`config.mk`:
```
export PLATFORM = sky130hd
export DESIGN_NAME = trap_entry_seq
export DESIGN_NICKNAME = d
export VERILOG_FILES = /design/src/rtl/trap_seq_pkg.sv /design/src/rtl/trap_req_latch.sv /design/src/rtl/trap_addr_gen.sv /design/src/rtl/trap_seq_fsm.sv /design/src/rtl/trap_entry_seq.sv
export SDC_FILE = /design/constraint.sdc
export NUM_CORES = 1
export LEC_CHECK = 0
export BUFFER_PORTS_ARGS = -buffer_cell sky130_fd_sc_hd__buf_2
export CORE_MARGIN = 2
export CORE_UTILIZATION = 50
export CTS_CLUSTER_DIAMETER = 40
export DETAILED_ROUTE_END_ITERATION = 6
export PLACE_DENSITY_LB_ADDON = 0.25
export SLEW_MARGIN = 20
export SYNTH_ARGS = -nofsm -noshare
export SYNTH_HDL_FRONTEND = slang
export SYNTH_HIERARCHICAL = 1
export SYNTH_SLANG_ARGS = --single-unit
```
`constraint.sdc`:
```
create_clock -name clk -period 9.58 [get_ports clk]
set_input_delay 1.916 -clock clk [delete_from_list [all_inputs] [get_ports clk]]
set_output_delay 1.916 -clock clk [all_outputs]
set_load 0.05 [all_outputs]
```
`src/rtl/trap_seq_pkg.sv`:
```
package trap_seq_pkg;

   typedef enum logic [3:0] {
      ST_IDLE,
      ST_PUSH_F,
      ST_PUSH_CS,
      ST_PUSH_IP,
      ST_RD_OFF,
      ST_RD_SEG,
      ST_POP_IP,
      ST_POP_CS,
      ST_POP_F,
      ST_COMMIT
   } seq_state_e;

   // request channel indices, lowest index wins arbitration
   localparam int CH_RET = 0;
   localparam int CH_SW  = 1;
   localparam int CH_HW  = 2;
   localparam int NUM_CH = 3;

endpackage

```
`src/rtl/trap_req_latch.sv`:
```
module trap_req_latch #(
   parameter int VEC_W  = 8,
   parameter int NCH    = 3
) (
   input  logic             clk,
   input  logic             rst_n,
   input  logic [NCH-1:0]   req,
   input  logic [VEC_W-1:0] vin  [NCH],
   input  logic [NCH-1:0]   take,
   output logic [NCH-1:0]   pend,
   output logic [VEC_W-1:0] vq   [NCH]
);

   for (genvar g = 0; g < NCH; g++) begin : g_ch
      logic             p_q;
      logic [VEC_W-1:0] v_q;

      always_ff @(posedge clk or negedge rst_n) begin
         if (!rst_n) begin
            p_q <= 1'b0;
            v_q <= '0;
         end else if (req[g] && (!p_q || take[g])) begin
            p_q <= 1'b1;
            v_q <= vin[g];
         end else if (take[g]) begin
            p_q <= 1'b0;
         end
      end

      assign pend[g] = p_q;
      assign vq[g]   = v_q;
   end

endmodule

```
`src/rtl/trap_addr_gen.sv`:
```
module trap_addr_gen
   import trap_seq_pkg::*;
#(
   parameter int DATA_W    = 16,
   parameter int VEC_W     = 8,
   parameter int ADDR_W    = 20,
   parameter int SEG_SHIFT = 4
) (
   input  seq_state_e        state,
   input  logic [DATA_W-1:0] ss_q,
   input  logic [DATA_W-1:0] sp_q,
   input  logic [VEC_W-1:0]  vec_q,
   output logic [ADDR_W-1:0] mem_addr
);

   localparam int WORD_BYTES = DATA_W / 8;

   logic [DATA_W-1:0] stk_off;
   logic [ADDR_W-1:0] stk_addr;
   logic [ADDR_W-1:0] tbl_addr;
   logic              is_push;

   assign is_push = (state == ST_PUSH_F) || (state == ST_PUSH_CS) || (state == ST_PUSH_IP);
   assign stk_off = is_push ? sp_q - DATA_W'(WORD_BYTES) : sp_q;

   if (SEG_SHIFT > 0) begin : g_seg
      assign stk_addr = (ADDR_W'(ss_q) << SEG_SHIFT) + ADDR_W'(stk_off);
   end else begin : g_flat
      assign stk_addr = ADDR_W'(stk_off);
   end

   assign tbl_addr = (ADDR_W'(vec_q) << 2)
                   + ((state == ST_RD_SEG) ? ADDR_W'(WORD_BYTES) : ADDR_W'(0));

   assign mem_addr = ((state == ST_RD_OFF) || (state == ST_RD_SEG)) ? tbl_addr : stk_addr;

endmodule

```
`src/rtl/trap_seq_fsm.sv`:
```
module trap_seq_fsm
   import trap_seq_pkg::*;
#(
   parameter int DATA_W = 16,
   parameter int VEC_W  = 8,
   parameter int IF_BIT = 9,
   parameter int TF_BIT = 8
) (
   input  logic              clk,
   input  logic              rst_n,
   input  logic              retire,
   input  logic [NUM_CH-1:0] pend,
   input  logic [VEC_W-1:0]  vq      [NUM_CH],
   output logic [NUM_CH-1:0] take,
   input  logic [DATA_W-1:0] flags_in,
   input  logic [DATA_W-1:0] cs_in,
   input  logic [DATA_W-1:0] ip_in,
   input  logic [DATA_W-1:0] ss_in,
   input  logic [DATA_W-1:0] sp_in,
   input  logic              mem_rdy,
   input  logic [DATA_W-1:0] mem_rdata,
   output seq_state_e        state,
   output logic [DATA_W-1:0] ss_q,
   output logic [DATA_W-1:0] sp_q,
   output logic [VEC_W-1:0]  vec_q,
   output logic [DATA_W-1:0] flags_q,
   output logic [DATA_W-1:0] cs_q,
   output logic [DATA_W-1:0] ip_q,
   output logic              is_ret,
   output logic              mem_req,
   output logic              mem_we,
   output logic [DATA_W-1:0] mem_wdata
);

   localparam logic [DATA_W-1:0] STEP     = DATA_W'(DATA_W / 8);
   localparam logic [DATA_W-1:0] CLR_MASK = (DATA_W'(1) << IF_BIT) | (DATA_W'(1) << TF_BIT);

   logic eligible;
   logic go;
   logic fire;

   assign eligible = pend[CH_RET] | pend[CH_SW] | (pend[CH_HW] & flags_in[IF_BIT]);
   assign go       = (state == ST_IDLE) && retire && eligible;

   always_comb begin
      take = '0;
      if (go) begin
         if (pend[CH_RET])     take[CH_RET] = 1'b1;
         else if (pend[CH_SW]) take[CH_SW]  = 1'b1;
         else                  take[CH_HW]  = 1'b1;
      end
   end

   always_comb begin
      unique case (state)
         ST_PUSH_F, ST_PUSH_CS, ST_PUSH_IP: begin mem_req = 1'b1; mem_we = 1'b1; end
         ST_RD_OFF, ST_RD_SEG,
         ST_POP_IP, ST_POP_CS, ST_POP_F:    begin mem_req = 1'b1; mem_we = 1'b0; end
         default:                           begin mem_req = 1'b0; mem_we = 1'b0; end
      endcase
   end

   always_comb begin
      unique case (state)
         ST_PUSH_F:  mem_wdata = flags_q;
         ST_PUSH_CS: mem_wdata = cs_q;
         ST_PUSH_IP: mem_wdata = ip_q;
         default:    mem_wdata = '0;
      endcase
   end

   assign fire = mem_req && mem_rdy;

   always_ff @(posedge clk or negedge rst_n) begin
      if (!rst_n) begin
         state   <= ST_IDLE;
         ss_q    <= '0;
         sp_q    <= '0;
         vec_q   <= '0;
         flags_q <= '0;
         cs_q    <= '0;
         ip_q    <= '0;
         is_ret  <= 1'b0;
      end else begin
         unique case (state)
            ST_IDLE: if (go) begin
               ss_q    <= ss_in;
               sp_q    <= sp_in;
               flags_q <= flags_in;
               cs_q    <= cs_in;
               ip_q    <= ip_in;
               if (pend[CH_RET]) begin
                  is_ret <= 1'b1;
                  state  <= ST_POP_IP;
               end else begin
                  is_ret <= 1'b0;
                  vec_q  <= pend[CH_SW] ? vq[CH_SW] : vq[CH_HW];
                  state  <= ST_PUSH_F;
               end
            end
            ST_PUSH_F: if (fire) begin
               flags_q <= flags_q & ~CLR_MASK;
               sp_q    <= sp_q - STEP;
               state   <= ST_PUSH_CS;
            end
            ST_PUSH_CS: if (fire) begin
               sp_q  <= sp_q - STEP;
               state <= ST_PUSH_IP;
            end
            ST_PUSH_IP: if (fire) begin
               sp_q  <= sp_q - STEP;
               state <= ST_RD_OFF;
            end
            ST_RD_OFF: if (fire) begin
               ip_q  <= mem_rdata;
               state <= ST_RD_SEG;
            end
            ST_RD_SEG: if (fire) begin
               cs_q  <= mem_rdata;
               state <= ST_COMMIT;
            end
            ST_POP_IP: if (fire) begin
               ip_q  <= mem_rdata;
               sp_q  <= sp_q + STEP;
               state <= ST_POP_CS;
            end
            ST_POP_CS: if (fire) begin
               cs_q  <= mem_rdata;
               sp_q  <= sp_q + STEP;
               state <= ST_POP_F;
            end
            ST_POP_F: if (fire) begin
               flags_q <= mem_rdata;
               sp_q    <= sp_q + STEP;
               state   <= ST_COMMIT;
            end
            ST_COMMIT: state <= ST_IDLE;
            default:   state <= ST_IDLE;
         endcase
      end
   end

endmodule

```
`src/rtl/trap_entry_seq.sv`:
```
module trap_entry_seq
   import trap_seq_pkg::*;
#(
   parameter int DATA_W    = 16,
   parameter int VEC_W     = 8,
   parameter int ADDR_W    = 20,
   parameter int SEG_SHIFT = 4,
   parameter int IF_BIT    = 9,
   parameter int TF_BIT    = 8
) (
   input  logic              clk,
   input  logic              rst_n,
   input  logic              retire,
   input  logic              hw_req,
   input  logic [VEC_W-1:0]  hw_vec,
   input  logic              sw_req,
   input  logic [VEC_W-1:0]  sw_vec,
   input  logic              ret_req,
   input  logic [DATA_W-1:0] flags_in,
   input  logic [DATA_W-1:0] cs_in,
   input  logic [DATA_W-1:0] ip_in,
   input  logic [DATA_W-1:0] ss_in,
   input  logic [DATA_W-1:0] sp_in,
   output logic              busy,
   output logic              mem_req,
   output logic              mem_we,
   output logic [ADDR_W-1:0] mem_addr,
   output logic [DATA_W-1:0] mem_wdata,
   input  logic [DATA_W-1:0] mem_rdata,
   input  logic              mem_rdy,
   output logic              commit,
   output logic [DATA_W-1:0] flags_out,
   output logic [DATA_W-1:0] cs_out,
   output logic [DATA_W-1:0] ip_out,
   output logic [DATA_W-1:0] sp_out
);

   if (DATA_W % 8 != 0)          begin : g_bad_w  $error("DATA_W must be whole bytes"); end
   if (VEC_W + 2 > ADDR_W)       begin : g_bad_v  $error("vector table exceeds address space"); end
   if (IF_BIT >= DATA_W)         begin : g_bad_if $error("IF_BIT outside flags word"); end
   if (TF_BIT >= DATA_W)         begin : g_bad_tf $error("TF_BIT outside flags word"); end
   if (IF_BIT == TF_BIT)         begin : g_bad_eq $error("flag bits must differ"); end

   logic [NUM_CH-1:0] req_v;
   logic [NUM_CH-1:0] take_v;
   logic [NUM_CH-1:0] pend_v;
   logic [VEC_W-1:0]  vin_v [NUM_CH];
   logic [VEC_W-1:0]  vq_v  [NUM_CH];

   seq_state_e        state;
   logic [DATA_W-1:0] ss_q, sp_q, flags_q, cs_q, ip_q;
   logic [VEC_W-1:0]  vec_q;
   logic              is_ret;

   assign req_v[CH_RET] = ret_req;
   assign req_v[CH_SW]  = sw_req;
   assign req_v[CH_HW]  = hw_req;
   assign vin_v[CH_RET] = '0;
   assign vin_v[CH_SW]  = sw_vec;
   assign vin_v[CH_HW]  = hw_vec;

   trap_req_latch #(
      .VEC_W (VEC_W),
      .NCH   (NUM_CH)
   ) u_latch (
      .clk   (clk),
      .rst_n (rst_n),
      .req   (req_v),
      .vin   (vin_v),
      .take  (take_v),
      .pend  (pend_v),
      .vq    (vq_v)
   );

   trap_seq_fsm #(
      .DATA_W (DATA_W),
      .VEC_W  (VEC_W),
      .IF_BIT (IF_BIT),
      .TF_BIT (TF_BIT)
   ) u_fsm (
      .clk       (clk),
      .rst_n     (rst_n),
      .retire    (retire),
      .pend      (pend_v),
      .vq        (vq_v),
      .take      (take_v),
      .flags_in  (flags_in),
      .cs_in     (cs_in),
      .ip_in     (ip_in),
      .ss_in     (ss_in),
      .sp_in     (sp_in),
      .mem_rdy   (mem_rdy),
      .mem_rdata (mem_rdata),
      .state     (state),
      .ss_q      (ss_q),
      .sp_q      (sp_q),
      .vec_q     (vec_q),
      .flags_q   (flags_q),
      .cs_q      (cs_q),
      .ip_q      (ip_q),
      .is_ret    (is_ret),
      .mem_req   (mem_req),
      .mem_we    (mem_we),
      .mem_wdata (mem_wdata)
   );

   trap_addr_gen #(
      .DATA_W    (DATA_W),
      .VEC_W     (VEC_W),
      .ADDR_W    (ADDR_W),
      .SEG_SHIFT (SEG_SHIFT)
   ) u_addr (
      .state    (state),
      .ss_q     (ss_q),
      .sp_q     (sp_q),
      .vec_q    (vec_q),
      .mem_addr (mem_addr)
   );

   assign busy      = (state != ST_IDLE);
   assign commit    = (state == ST_COMMIT);
   assign flags_out = flags_q;
   assign cs_out    = cs_q;
   assign ip_out    = ip_q;
   assign sp_out    = sp_q;

endmodule

```
-- Yosys cells after proc, flatten, opt, wreduce, memory -nomap -nowiden
Memory sizes are Yosys's and may differ from the RTL's.
Cells that the tools add are included.
- bits of input ports: 119
- memory bits (read-only): 32
- word-level logic and storage cells: 121
- bits in registers: 111
- memories kept: 1
- bitwise operators: 5
- add/sub/neg operators: 4
- reductions and logical operators: 38
- mux-type cells: 38
- equality and inequality tests: 22
- memories (memory ; words ; bits a word ; read ports ; clocked after Yosys merged registers in ; write ports ; line ; source):
    (name not given) ; 16 ; 2 ; 1 ; 0 ; 0 ; trap_seq_fsm.sv:55 ; unique case (state)
- operators with widths (kind ; number):
    $pmux 16 s3 ; 3
    $mux 16 ; 8
    $pmux 16 s2 ; 2
    $mux 4 ; 8
    $pmux 4 s8 ; 1
    $add 10x20->20 ; 1
    $add 20x16->20 ; 1
    $mux 20 ; 1
    $ne 2x1->1 const B ; 9
    $add 16x2->16 const B ; 1
    $eq 4x3->1 const B ; 4
    $sub 16x2->16 const B ; 1
    $reduce_and 4->1 ; 3
    $reduce_bool 2->1 ; 6
    $mux 10 ; 1
    $mux 1 ; 9
    $reduce_and 3->1 ; 3
    $eq 4x2->1 const B ; 2
    $eq 4x4->1 const B ; 2
    $mux 8 ; 1
    $ne 2x2->1 const B ; 4
    $reduce_and 8->1 ; 1
    $logic_and 1x1->1 ; 6
    $logic_or 1x1->1 ; 6
    other kinds (13) ; 23

-- Depth between registers and ports, before layout
- depth in word-level cells: 7
- mapped depth: 13
- mapped depth without buffers: 11

-- Hierarchy
The synthesis kept the hierarchy.
- modules (own cells, without submodules) (module ; area an instance (um2) ; cells each ; instances):
    trap_seq_fsm ; 5412.7 ; 624 ; 1
    trap_addr_gen ; 1156.1 ; 166 ; 1
    trap_req_latch ; 1156.1 ; 63 ; 1
    trap_entry_seq ; 21.3 ; 3 ; 1

-- Worst setup path before layout
OpenSTA, ideal clock, no wires.
- path type: register to output
- start point: register u_fsm.sp_q[3]
- end point: output port mem_addr[18]
- cell stages (with the launch flop): 11
- required time: 7664 ps
- path buffers: 0
- arrival: 3736 ps
- slack: 3928 ps
- cell sequence: dfrtp_1 nor2_1 nor4b_2 nand4_1 xnor2_1 ha_1 a21o_1 a21o_1 a221o_1 o211ai_2 mux2i_1
- longest elaborated chain between the ends: 4
- ends and longest elaborated chain (element ; line ; source):
    start: declaration ; trap_seq_fsm.sv:24 ; output logic [DATA_W-1:0] sp_q,
    start signal: assignment ; trap_seq_fsm.sv:88 ; sp_q <= sp_in;
    start signal: assignment ; trap_seq_fsm.sv:103 ; sp_q <= sp_q - STEP;
    start signal: assignment ; trap_seq_fsm.sv:107 ; sp_q <= sp_q - STEP;
    $sub 16x2->16 ; trap_addr_gen.sv:24 ; assign stk_off = is_push ? sp_q - DATA_W'(WORD_BYTES) : sp_q;
    $mux 16 * ; trap_addr_gen.sv:24 ;
    $add 20x16->20 * ; trap_addr_gen.sv:27 ; assign stk_addr = (ADDR_W'(ss_q) << SEG_SHIFT) + ADDR_W'(stk_off);
    $mux 20 * ; trap_addr_gen.sv:35 ; assign mem_addr = ((state == ST_RD_OFF) || (state == ST_RD_SEG)) ? tbl_addr : stk_addr;
    end: declaration ; trap_entry_seq.sv:27 ; output logic [ADDR_W-1:0] mem_addr,
Mark *: on every way between the ends. The rest lies on a longest branch, timed or not.

-- Final worst setup path
- start point: register u_fsm.state[3]
- end point: output port mem_addr[18]
- longest elaborated chain between the ends: 6
- ends and longest elaborated chain (element ; line ; source):
    start: declaration ; trap_seq_fsm.sv:22 ; output seq_state_e state,
    start signal: assignment ; trap_seq_fsm.sv:76 ; state <= ST_IDLE;
    start signal: assignment ; trap_seq_fsm.sv:94 ; state <= ST_POP_IP;
    start signal: assignment ; trap_seq_fsm.sv:98 ; state <= ST_PUSH_F;
    $eq 4x1->1 / $eq 4x2->1 (equally long branches) ; trap_addr_gen.sv:23 ; assign is_push = (state == ST_PUSH_F) || (state == ST_PUSH_CS) || (state == ST_PUSH_IP);
    $logic_or 1x1->1 (2 in a row) ; trap_addr_gen.sv:23 ;
    $mux 16 ; trap_addr_gen.sv:24 ;
    $add 20x16->20 ; trap_addr_gen.sv:27 ;
    $mux 20 * ; trap_addr_gen.sv:35 ;
Marks and branches as above.

==> results.toml <==
[status]
status = "finished clean"

[critical_path]
worst-path-max-fanout = 31
r2r_start = "u_fsm/state[3]"
endpoint_kind = "output pin"
crit_type = "reg2out"
crit_required_ns = 7.66
cp-start-kind = "flop"
reg2regPathDepth = 11
cp-startpoint = "u_fsm/state[3]"
arrival_ns = 4.32
r2r_end = "u_fsm/sp_q[15]"
r2r_setup_slack_ns = 5.63

[timing]
finalSetupViolCount = 0
setup-tns-final_ns = 0
min_period_ns = 6.23
fin_skew_ns = 0.0127
fin_crit_sh = 0.651
hold_violations = 0
relSlewSlack = 0.312
finalWorstSetupSlack_ns = 3.35
rsz0062_at_grt = "no"
tightest_slew_ns = 1.03
fmax_ghz = 0.160
drv_slew = 0

[clock_tree]
clk_latency_ns = 0.35
cts_made_buffers = 9
clk_pin_slew_ns = 0.08
h-tree-depth = 3
post_cts_resized = 0
cts_setup_buffers = 0
clkSinkCount = 111
cts_tree = "done"
cts_buffer_depth = 2
cts_root_buf = "clkbuf_16"
hold_buffers = 0

[yosys]
syn_inst = 836
avgSynthCellArea_sq_um = 8.83
syn-cell-area_sq_um = 7380
synth_warnings = 6
synth_nets = 971

[placed_design]
place_ws_ns = 3.79
hpwlAfterDp_mm = 15.8
io_buffers = 222
place_congestion = 0.935
placed_cell_area_sq_um = 8620

[route]
drtIter0Drc = 410
via_count = 7045
wl_per_cell_um = 18.0
drtPass1Iterations = 5
postRouteAntennaNets = 0
detail_route.vias_per_cell = 5.78
wl_mm = 21.9
drc = 0

[floorplanning]
core_sq_um = 14500
initial_core_util = 0.510
dieWidth_um = 125
die_area_sq_um = 15700
die_y_um = 125
row_count = 44
pin_count = 223

[flow_run]
drv_cap = 0

[finish]
fin_area_sq_um = 8910
syn_to_final_growth_pct = 20.8
layout.nets = 1163
layout-drive-gt1-share = 0.306
regArea_sq_um = 2780
multi_input_area_sq_um = 4370
nFillCells = 1303

[grt]
grt_pass1_vias = 6809
grt_pass1_wl_mm = 35.1
grt_start_max_net_pins = 61
antenna_found_initial = 1
overflow = 0
groute.usage.overall = 0.276

[worst_hold_path]
min_path_type = "reg2reg"
worstHoldPathCells = 2
min_to = "u_fsm/ss_q[0]"
hp-start = "u_fsm/ss_q[0]"
cells in the final DEF (no fill, tap or decap), drive strengths merged, types with 4 or more instances in the layout:
cell type    n
buf        236
nand2      136
dfrtp      111
nor2        76
a21oi       55
o21ai       51
mux2i       47
a22oi       32
mux2        32
nor3        26
xnor2       21
ha          15
o22ai       14
nand3       13
nand4       10
or3         10
a21o        10
clkbuf       9
inv          9
nand2b       9
o21a         6
o31ai        6
or2          6
a31oi        6
a211oi       5
and2         5
a2bb2oi      5
nor4         4
nand4b       4
xor2         4
a32oi        4
metrics by stage:
stage,utilization,hold slack [ns],instances
final,0.616,0.492,1218
after global routing,0.616,0.524,1218
after CTS,0.615,0.497,1217
after detailed placement,0.595,0.478,1201
after global placement,0.595,0.471,1201
after floorplan,-,0.452,836
how the worst max path moves through the flow:
stage / end / depth (start not counted)
after global routing: mem_addr[19] / 11
after detailed placement: mem_addr[18] / 12
after global placement: mem_addr[18] / 12
after CTS: mem_addr[18] / 12
final: mem_addr[18] / 12
after floorplan: mem_addr[18] / 10
state kept, by name, indices dropped and copies added, names as in the netlist:
signal,flops
u_fsm/vec_q,8
u_fsm/state,4
u_fsm/ss_q,16
u_fsm/flags_q,16
u_fsm/ip_q,16
u_fsm/cs_q,16
u_latch/g_ch.v_q,16
u_fsm/sp_q,16
u_latch/g_ch.p_q,3
area by class of cell:
cell class	instances	share of cell area
multi-input combinational	663	0.490
sequential	111	0.312
timing repair buffer	236	0.137
tap	184	0.0258
clock buffer	9	0.0253
clock inverter	7	0.00730
inverter	7	0.00295
antenna	1	0.000281
worst max-delay path: stages, from the launching register on:
cell and delay (ns):
dfrtp_1 0.74, nor2_1 0.28, o21ai_1 0.15, nor4b_2 0.58, nand4_1 0.20, xnor2_1 0.17, ha_1 0.38, a21o_1 0.23
a21o_1 0.17, a221o_1 0.40, o211ai_2 0.17, mux2i_1 0.20, buf_2 0.28
layer usage:
| metal | wire, um | up-vias | global-route usage |
|---|---|---|---|
| li1 | - | 3402 | - |
| met3 | 1480 | 28 | 0.0458 |
| met1 | 9200 | 3343 | 0.357 |
| met5 | 0 | - | 0 |
| met4 | 421 | 0 | 0.0889 |
| met2 | 10800 | 272 | 0.475 |
Power is not shown: default switching activity piles up to over one toggle a cycle in this logic, so the estimate is an artifact.
